==> config.mk <==
export PLATFORM = sky130hd
export DESIGN_NAME = sdram_cmd_sequencer
export DESIGN_NICKNAME = d
export VERILOG_FILES = /design/src/rtl/sdseq_pkg.sv /design/src/rtl/sdseq_cfg.sv /design/src/rtl/sdseq_timer.sv /design/src/rtl/sdram_cmd_sequencer.sv
export SDC_FILE = /design/constraint.sdc
export NUM_CORES = 1
export LEC_CHECK = 0
export BUFFER_PORTS_ARGS = -buffer_cell sky130_fd_sc_hd__buf_2
export CAP_MARGIN = 25
export CORE_ASPECT_RATIO = 0.6
export CORE_MARGIN = 2
export CORE_UTILIZATION = 50
export CTS_CLUSTER_DIAMETER = 30
export DETAILED_ROUTE_END_ITERATION = 8
export GPL_ROUTABILITY_DRIVEN = 0
export PLACE_DENSITY = 0.86
export SETUP_SLACK_MARGIN = 0.3
export SLEW_MARGIN = 10
export SYNTH_ARGS = -nofsm -noshare
export SYNTH_HDL_FRONTEND = slang
export SYNTH_HIERARCHICAL = 1
export SYNTH_SLANG_ARGS = --single-unit
==> constraint.sdc <==
create_clock -name clk -period 5.47 [get_ports clk]
set_clock_uncertainty 0.05 [all_clocks]
set_input_delay 0.2735 -clock clk [delete_from_list [all_inputs] [get_ports clk]]
set_output_delay 0.2735 -clock clk [all_outputs]
set_load 0.02 [all_outputs]
==> src/rtl/sdseq_pkg.sv <==
package sdseq_pkg;

   typedef enum logic [2:0] {
      ST_IDLE, ST_ACT, ST_RCD, ST_COL, ST_LAT, ST_PRE
   } seq_state_t;

   typedef struct packed {
      logic [2:0] trcd;
      logic [2:0] tcl;
      logic       autopre;
   } timing_t;

   localparam logic [4:0] CFG_RESET = 5'b11111;

   function automatic timing_t decode_cfg(input logic [4:0] w);
      timing_t t;
      t.trcd    = (w[4:3] == 2'b10) ? 3'd2 : 3'd3;
      case (w[2:1])
         2'b01:   t.tcl = 3'd1;
         2'b10:   t.tcl = 3'd2;
         default: t.tcl = 3'd3;
      endcase
      t.autopre = w[0];
      return t;
   endfunction

endpackage

==> src/rtl/sdseq_cfg.sv <==
module sdseq_cfg
   import sdseq_pkg::*;
(
   input  logic       clk,
   input  logic       rst_n,
   input  logic       load,
   input  logic [4:0] word,
   input  logic       busy,
   output timing_t    tim
);
   logic [4:0] raw_q;

   always_ff @(posedge clk or negedge rst_n) begin
      if (!rst_n)            raw_q <= CFG_RESET;
      else if (load && !busy) raw_q <= word;
   end

   assign tim = decode_cfg(raw_q);

   assert_cfg_frozen_R10: assert property (@(posedge clk) disable iff (!rst_n)
      busy |=> $stable(raw_q));
endmodule

==> src/rtl/sdseq_timer.sv <==
module sdseq_timer #(
   parameter int CNT_W = 3
) (
   input  logic             clk,
   input  logic             rst_n,
   input  logic             load,
   input  logic [CNT_W-1:0] load_val,
   input  logic             dec,
   output logic             at_one
);
   logic [CNT_W-1:0] cnt_q;

   always_ff @(posedge clk or negedge rst_n) begin
      if (!rst_n)     cnt_q <= '0;
      else if (load)  cnt_q <= load_val;
      else if (dec)   cnt_q <= cnt_q - 1'b1;
   end

   assign at_one = (cnt_q == CNT_W'(1));

   assert_no_underflow_R3: assert property (@(posedge clk) disable iff (!rst_n)
      (dec && !load) |-> (cnt_q > CNT_W'(1)));
endmodule

==> src/rtl/sdram_cmd_sequencer.sv <==
module sdram_cmd_sequencer
   import sdseq_pkg::*;
#(
   parameter int NUM_CS   = 4,
   parameter int CS_IDX_W = $clog2(NUM_CS),
   parameter int BANK_W   = 2,
   parameter int ROW_W    = 13,
   parameter int COL_W    = 10,
   parameter int ADDR_W   = (ROW_W > 11) ? ROW_W : 11,
   parameter int DATA_W   = 32
) (
   input  logic                clk,
   input  logic                rst_n,
   input  logic                cfg_load,
   input  logic [4:0]          cfg_word,
   input  logic                req_valid,
   input  logic                req_write,
   input  logic [CS_IDX_W-1:0] req_cs,
   input  logic [BANK_W-1:0]   req_bank,
   input  logic [ROW_W-1:0]    req_row,
   input  logic [COL_W-1:0]    req_col,
   input  logic [DATA_W-1:0]   req_wdata,
   output logic                busy,
   output logic                rd_valid,
   output logic [DATA_W-1:0]   rd_data,
   output logic [NUM_CS-1:0]   sd_cs_n,
   output logic                sd_ras_n,
   output logic                sd_cas_n,
   output logic                sd_we_n,
   output logic [BANK_W-1:0]   sd_ba,
   output logic [ADDR_W-1:0]   sd_addr,
   output logic [DATA_W-1:0]   sd_dq_out,
   output logic                sd_dq_oe,
   input  logic [DATA_W-1:0]   sd_dq_in
);
   localparam int CNT_W  = 3;
   localparam int AP_BIT = 10;

   if (COL_W > AP_BIT) begin : g_bad_col
      $error("COL_W must leave address bit 10 free for auto-precharge");
   end
   if (ADDR_W < ROW_W || ADDR_W <= AP_BIT) begin : g_bad_addr
      $error("ADDR_W too narrow");
   end
   if (NUM_CS < 2 || (1 << CS_IDX_W) < NUM_CS) begin : g_bad_cs
      $error("NUM_CS / CS_IDX_W mismatch");
   end

   timing_t    tim;
   seq_state_t state_q, state_d;
   logic                wr_q;
   logic [CS_IDX_W-1:0] cs_q;
   logic [BANK_W-1:0]   bank_q;
   logic [ROW_W-1:0]    row_q;
   logic [COL_W-1:0]    col_q;
   logic [DATA_W-1:0]   wdata_q;
   logic                t_load, t_dec, t_one;
   logic [CNT_W-1:0]    t_val, trcd_eff;
   logic                accept;

   sdseq_cfg u_cfg (
      .clk(clk), .rst_n(rst_n), .load(cfg_load), .word(cfg_word),
      .busy(busy), .tim(tim)
   );

   sdseq_timer #(.CNT_W(CNT_W)) u_timer (
      .clk(clk), .rst_n(rst_n), .load(t_load), .load_val(t_val),
      .dec(t_dec), .at_one(t_one)
   );

   assign busy     = (state_q != ST_IDLE);
   assign accept   = !busy && req_valid;
   assign trcd_eff = tim.trcd + CNT_W'(wr_q || (tim.tcl == 3'd1));

   always_ff @(posedge clk or negedge rst_n) begin
      if (!rst_n) begin
         state_q <= ST_IDLE;
         wr_q    <= 1'b0;
         cs_q    <= '0;
         bank_q  <= '0;
         row_q   <= '0;
         col_q   <= '0;
         wdata_q <= '0;
      end else begin
         state_q <= state_d;
         if (accept) begin
            wr_q    <= req_write;
            cs_q    <= req_cs;
            bank_q  <= req_bank;
            row_q   <= req_row;
            col_q   <= req_col;
            wdata_q <= req_wdata;
         end
      end
   end

   always_comb begin
      state_d = state_q;
      t_load  = 1'b0;
      t_dec   = 1'b0;
      t_val   = '0;
      unique case (state_q)
         ST_IDLE: if (req_valid) state_d = ST_ACT;
         ST_ACT: begin
            t_load  = 1'b1;
            t_val   = trcd_eff - 1'b1;
            state_d = ST_RCD;
         end
         ST_RCD: begin
            if (t_one) state_d = ST_COL;
            else       t_dec   = 1'b1;
         end
         ST_COL: begin
            if (wr_q) state_d = tim.autopre ? ST_IDLE : ST_PRE;
            else begin
               t_load  = 1'b1;
               t_val   = tim.tcl;
               state_d = ST_LAT;
            end
         end
         ST_LAT: begin
            if (t_one) state_d = tim.autopre ? ST_IDLE : ST_PRE;
            else       t_dec   = 1'b1;
         end
         ST_PRE:  state_d = ST_IDLE;
         default: state_d = ST_IDLE;
      endcase
   end

   for (genvar g = 0; g < NUM_CS; g++) begin : g_cs
      assign sd_cs_n[g] = !(busy && (cs_q == CS_IDX_W'(g)));
   end

   always_comb begin
      sd_ras_n = 1'b1;
      sd_cas_n = 1'b1;
      sd_we_n  = 1'b1;
      sd_addr  = '0;
      unique case (state_q)
         ST_ACT: begin
            sd_ras_n = 1'b0;
            sd_addr[ROW_W-1:0] = row_q;
         end
         ST_COL: begin
            sd_cas_n = 1'b0;
            sd_we_n  = !wr_q;
            sd_addr[COL_W-1:0] = col_q;
            sd_addr[AP_BIT]    = tim.autopre;
         end
         ST_PRE: begin
            sd_ras_n = 1'b0;
            sd_we_n  = 1'b0;
         end
         default: ;
      endcase
   end

   assign sd_ba     = busy ? bank_q : '0;
   assign rd_valid  = (state_q == ST_LAT) && t_one;
   assign rd_data   = rd_valid ? sd_dq_in : '0;
   assign sd_dq_oe  = (state_q == ST_COL) && wr_q;
   assign sd_dq_out = sd_dq_oe ? wdata_q : '0;

   assert_cs_onehot_R2: assert property (@(posedge clk) disable iff (!rst_n)
      $onehot0(~sd_cs_n));
   assert_idle_deselect_R1: assert property (@(posedge clk) disable iff (!rst_n)
      !busy |-> (&sd_cs_n && !rd_valid && !sd_dq_oe));
   assert_pre_placement_R8: assert property (@(posedge clk) disable iff (!rst_n)
      (state_q == ST_PRE) |-> ($past(state_q) inside {ST_COL, ST_LAT} && !tim.autopre));
   assert_strobe_single_R5: assert property (@(posedge clk) disable iff (!rst_n)
      rd_valid |=> !rd_valid);
   assert_oe_on_write_R11: assert property (@(posedge clk) disable iff (!rst_n)
      sd_dq_oe |-> (!sd_cas_n && !sd_we_n && sd_ras_n));
   assert_act_then_wait_R7: assert property (@(posedge clk) disable iff (!rst_n)
      (!sd_ras_n && sd_cas_n && sd_we_n) |=> (sd_ras_n && sd_cas_n && sd_we_n));
endmodule

==> flow_summary_export.csv, run 1 <==
group,metric,value,unit
timing,fmax,389,MHz
floorplanning,die_height,72.7,um
logic_synthesis,yosysUniqueCellTypes,40,
route,drt_iter0_markers,123,
logic_synthesis,ys.flop_type,"dfrtp_1",
setup_path,critPathMaxFanout,33,
timing,rsz0062_at_grt,"no",
timing,hold_viol_final,0,
grt,grt-ovfl-total,0,
floorplanning,die_w,118,um
setup_path,worst-r2r-cell-count,6,
logic_synthesis,yosysMostFrequentCell,"dfrtp_1",
run_status,status,"finished clean",
grt,track_usage,22.0,%
route,dr_total_vias,3022,
cells_and_area,area_growth,30.0,%
timing,tns,0,ps
timing,fin_crit,2570,ps
cells_and_area,drive_gt1_share,56.4,%
floorplanning,core,7450,um2
logic_synthesis,yosysWarnings,6,
grt,grt_first_pass_wirelength,14.7,mm
logic_synthesis,syn_area,3930,um2
clock_network,ctsResizeCount,0,
placement,placed_area,4790,um2
clock_network,cts_buffer_depth,2,
pwr,cellPowerDensity,563,nW/um2
cells_and_area,diodes,0,
pwr,ir_drop,357,uV
setup_path,path_class,"reg2out",
setup_path,startpoint_type,"flop",
logic_synthesis,ys_seq_elements,71,
clock_network,tritoncts,"built",
grt,antenna_found_initial,0,
route,dr.pass1.iters,4,
logic_synthesis,syn_avg_cell_area,12.6,um2
logic_synthesis,synth_top_area_share,42.0,%
setup_path,cp.required,5150,ps
placement,io_buffers,189,
floorplanning,initial_core_util,52.8,%
clock_network,cts_hold_buf,0,
timing,setup_violations,0,
route,wirelength,9.55,mm
clock_network,insertion_delay,320,ps
logic_synthesis,synth_top_area_cell,"dfrtp_1",
route,drc_errors,0,
floorplanning,dieArea,8610,um2
logic_synthesis,synth_area_leaders,"dfrtp_1, mux2_4, and2_1",
setup_path,regToRegStartpoint,"state_q[0]",
flow_run,drv_cap,0,
grt,grt_pass1_vias,2937,
clock_network,clk_pin_slew,50,ps
clock_network,cts_buffers,9,
route,routedWlPerCell,16.0,um
worst_hold_path,hp-class,"in2async",
pwr,power.leakage,2.85,nW
clock_network,cts-root-buf,"clkbuf_16",
timing,worst_pin_slew,1000,ps
timing,finalCritPeriodShare,47.0,%
logic_synthesis,synthCells,311,
logic_synthesis,synthTopCellsByCount,"dfrtp_1, mux2_4, and2_1, and3_1, a22o_1",
clock_network,cts_setup_buffers,0,
cells_and_area,nets,593,
clock_network,cts.sinks,71,
logic_synthesis,ys_seq_area_share,45.4,%
floorplanning,num_rows,24,
timing,slew_viol_final,0,
grt,grt_max_degree,72,
cells_and_area,final_area,5110,um2
floorplanning,io-pin-count,190,
logic_synthesis,postSynth.asyncResetShare,100,%
timing,relSlewSlack,33.2,%
logic_synthesis,synth_edf_count,0,
setup_path,regToRegSetupSlack,2950,ps
route,ant_nets,0,
placement,dp.final_hpwl,6.78,mm
clock_network,h-tree-depth,3,
setup_path,cp.arrival,2250,ps
route,vias_per_cell,5.06,
setup_path,reg2reg_to,"u_timer/cnt_q[2]",
setup_path,crit_path_end_kind,"primary output",
[flip-flops by register name, summed over array words and instances (netlist names)]
signal,flops
col_q,10
state_q,3
wdata_q,32
u_cfg/raw_q,5
cs_q,2
wr_q,1
u_timer/cnt_q,3
bank_q,2
row_q,13
[how the worst max path moves through the flow]
stage                           from                to  slack [ps]
floorplan                 state_q[2]  u_timer/cnt_q[2]        3550
global placement          state_q[0]  u_timer/cnt_q[2]        3120
detailed placement        state_q[0]  u_timer/cnt_q[2]        2980
CTS                 u_timer/cnt_q[1]        rd_data[5]        2890
global route        u_timer/cnt_q[1]       rd_data[22]        2670
finish              u_timer/cnt_q[1]        rd_data[5]        2900
[layout by cell type, fill, tap and decap left out, types with 2 or more instances in the layout]
cell type    n
mux2_2       5
nor2_1       7
nor2b_1      2
mux2_4      60
buf_2      189
and2_1      37
xnor2_1      2
clkbuf_1     3
dfrtp_1     66
o2bb2ai_1    2
a22o_1      12
nand3_1      3
dfstp_2      5
nand2_1      8
conb_1       3
buf_4        2
and3_1      35
nand2b_1     4
inv_1        7
ha_1         4
clkbuf_16    9
o21ai_0      4
nor3_1       3
[layer usage]
metal	track usage (%)	share of wire, %
met1	28.4	44
met5	0	0
met4	7.28	1.3
met2	36.3	48
met3	6.56	6.9
[power breakdown]
| group | leakage [nW] | switching (mW) | internal (mW) |
|---|---|---|---|
| Clock | 0.140 | 0.210 | 0.365 |
| Sequential | 0.835 | 0.224 | 0.810 |
| Combinational | 1.88 | 0.582 | 0.687 |
[metrics by stage]
stage / power, mW / utilization [%] / worst slack (ps) / hold slack, ps / instances
6_report: 2.88 / 68.6 / 2900 / 94.9 / 597
5_1_grt: 3.04 / 68.6 / 2670 / 112 / 597
3_5_place_dp: 2.29 / 64.3 / 2980 / 435 / 580
3_3_place_gp: 2.23 / 64.3 / 3120 / 436 / 580
2_1_floorplan: 2.02 / - / 3550 / -72.1 / 312
4_1_cts: 2.89 / 68.3 / 2890 / 111 / 596
[cell type report]
cell class	count	area, um2
fillers	582	2340
clock inverters	3	42.5
repair buffers	192	988
multi-input cells	207	1890
inverters	7	26.3
flip-flops and latches	71	1780
well taps	104	130
clock buffers	13	250
[cells by family (layout without fill, tap and decap cells)]
group                      after synthesis  count (layout)  share of synthesized area, %
AOI/OAI and AO/OA                       22              22                          4.36
xor gates and xnor gates                 3               3                         0.668
other                                    2               3                         0.191
and+or+nand+nor                        110             110                          17.2
muxes                                   65              65                          24.3
adders and majority gates                4               4                          1.27
DFF                                     71              71                          45.4
buffers and inverters                   34             215                          6.65
[critical path: stages (launching register included)]
cell	delay [ps]
dfrtp_1	370
inv_1	90
ha_1	150
nor2b_1	190
and3_1	700
and2_1	230
buf_2	180
Note: power is estimated with default switching activity, not from simulation.
==> run 2, diff against run 1 <==
ABC_AREA = 1   (was not set)
CORE_UTILIZATION = 47   (was 50)
PLACE_DENSITY = 0.81   (was 0.86)
clock period = 2.5 ns   (was 5.47 ns; I/O delays follow)
==> flow_summary_export.csv, run 2 <==
group,metric,value,unit
logic_synthesis,synth_top_area_cell,"dfrtp_1",
pwr,switching_share,41.9,%
logic_synthesis,synth_top_area_share,42.3,%
clock_network,clk_pin_slew,60,ps
cells_and_area,most-common-layout-cells,"buf_2, nand2_1, inv_1, nor2_1, nand3_1",
run_status,status,"finished clean",
clock_network,tritoncts,"built",
timing,relSlewSlack,57.4,%
grt,grt_pass1_vias,4032,
logic_synthesis,ys.flop_type,"dfrtp_1",
grt,antenna_found_initial,0,
timing,whs,6.49,ps
clock_network,h-tree-depth,3,
placement,pre_cts_ws,652,ps
clock_network,cts_buffers,9,
logic_synthesis,syn_avg_cell_area,7.13,um2
timing,tns,0,ps
logic_synthesis,yosysMostFrequentCell,"nand2_1",
route,vias_per_cell,4.78,
route,wirelength,12.0,mm
route,routedWlPerCell,13.3,um
logic_synthesis,synth_area_leaders,"dfrtp_1, nand2_1, nand3_1",
cells_and_area,fillers,623,
setup_path,critPathMaxFanout,23,
grt,grt_max_degree,61,
logic_synthesis,yosysWarnings,6,
pwr,p_sw,2.46,mW
timing,setup_violations,0,
pwr,cellPowerDensity,1020,nW/um2
route,dr_total_vias,4303,
timing,finalCritPeriodShare,80.7,%
cells_and_area,diodes,0,
logic_synthesis,synth_edf_count,0,
pwr,seq_power_share,35.0,%
pwr,ir_drop,545,uV
grt,grt-ovfl-total,0,
clock_network,cts.sinks,71,
timing,slew_viol_final,0,
logic_synthesis,synthTopCellsByCount,"nand2_1, inv_1, nand3_1, nor2_1, dfrtp_1",
cells_and_area,final_area,5780,um2
floorplanning,die_height,74.6,um
floorplanning,io-pin-count,190,
flow_run,drv_cap,0,
logic_synthesis,syn_area,3910,um2
cells_and_area,utilization,72.5,%
timing,fmax,496,MHz
floorplanning,dieArea,9090,um2
placement,place_inst,822,
route,ant_nets,0,
placement,dp.final_hpwl,8.03,mm
setup_path,cp.required,2330,ps
setup_path,path_cells,"nor2_2, inv_2, nor2_8, buf_4, nor2_1, buf_2",
cells_and_area,largest_register,"wdata_q",
floorplanning,die_w,122,um
setup_path,path_class,"reg2out",
clock_network,cts-root-buf,"clkbuf_16",
clock_network,ctsResizeCount,0,
logic_synthesis,postSynth.asyncResetShare,100,%
floorplanning,initial_core_util,49.0,%
route,drt_iter0_markers,192,
cells_and_area,drive_gt1_share,28.5,%
pwr,power.leakage,3.56,nW
floorplanning,num_rows,25,
setup_path,cp.arrival,1840,ps
placement,io_buffers,189,
pwr,pwr-share-clk,22.7,%
timing,rsz0062_at_grt,"no",
worst_hold_path,hp-class,"in2reg",
grt,track_usage,26.2,%
cells_and_area,nets,893,
timing,worst_pin_slew,638,ps
logic_synthesis,ys_seq_area_share,45.6,%
grt,grt_first_pass_wirelength,18.4,mm
setup_path,max_stage_delay,420,ps
cells_and_area,reg_top3,"wdata_q x32, row_q x13, col_q x10",
logic_synthesis,ys_seq_elements,71,
setup_path,crit_path_end_kind,"primary output",
setup_path,crit_buf_inv,3,
cells_and_area,final_common_cell,"buf_2",
logic_synthesis,yosysUniqueCellTypes,26,
pwr,comb_power_share,42.3,%
clock_network,insertion_delay,330,ps
timing,fin_crit,2020,ps
timing,hold_viol_final,0,
setup_path,startpoint_type,"flop",
setup_path,slowest_stage,"dfrtp_1",
pwr,power,5.88,mW
logic_synthesis,synthCells,548,
clock_network,cts_buffer_depth,2,
route,drc_errors,0,
floorplanning,core,7980,um2
route,dr.pass1.iters,5,
setup_path,path_delay_family,"buffers and inverters",
placement,placed_area,4840,um2
cells_and_area,final_cells,901,
timing,worst_slack,482,ps
pwr,internal_power,3.42,mW
cells_and_area,largest_reg_flops,32,
cells_and_area,area_growth,48.0,%
-- run 2: changes by cell type after synthesis, moves of 35 or more --
cell,delta
nor2_1,+69
nand2_1,+154
mux2_4,-60
nand3_1,+73
and2_1,-37
and3_1,-35
inv_1,+92
-- run 2: final timing paths --
path,depth (start not counted),slack (ps),end,startpoint
setup / recovery,6,480,sd_ba[1],state_q[1]
hold / removal,3,6,wdata_q[2],req_wdata[2]
setup reg to reg,6,640,wdata_q[21],state_q[1]
hold reg to reg,2,420,wdata_q[18],wdata_q[18]
max in group asynchronous,3,1330,row_q[12],rst_n
min in group asynchronous,2,310,wdata_q[13],rst_n
-- run 2: layout make-up --
type / count / area [um2] / share of cell area [%]
Timing Repair Buffer: 260 / 1630 / 28.3
Inverter: 100 / 375 / 6.49
Multi-Input combinational cell: 346 / 1540 / 26.6
Tap cell: 108 / 135 / 2.34
Sequential cell: 71 / 1780 / 30.8
Clock inverter: 5 / 63.8 / 1.10
Clock buffer: 11 / 253 / 4.37
-- run 2: logic make-up after synthesis --
kind of cell	synth area share (%)
fa+ha+maj	1.28
buf+inv	15.1
other cells	0.192
simple gates	34.3
xor+xnor	0.224
compound gates	3.23
flops	45.6
-- run 2: timing repair --
item	CTS	global route
endpoints found under the hold margin	82	0
endpoints found under the setup margin	0	31
hold buffers	62	0
buffers inserted	0	1
-- run 2: tightest hold or removal path: stages --
cell and delay (ps):
buf_2 80, nand3_1 70, nand2_1 80
-- run 2: power groups by stage --
stage	registers (mW)	logic (mW)	clock network, mW
2_1_floorplan	1.96	1.86	0
3_3_place_gp	2.04	2.29	0
3_5_place_dp	2.06	2.38	0
4_1_cts	2.05	2.46	1.35
5_1_grt	2.12	2.80	1.40
6_report	2.06	2.49	1.33
-- run 2: layer usage --
metal / track usage (%) / routed length (um) / vias up
li1: - / - / 2110
met1: 29.6 / 4690 / 1955
met2: 49.1 / 6080 / 203
met3: 7.27 / 867 / 35
met4: 8.81 / 325 / 0
met5: 0 / 0 / -
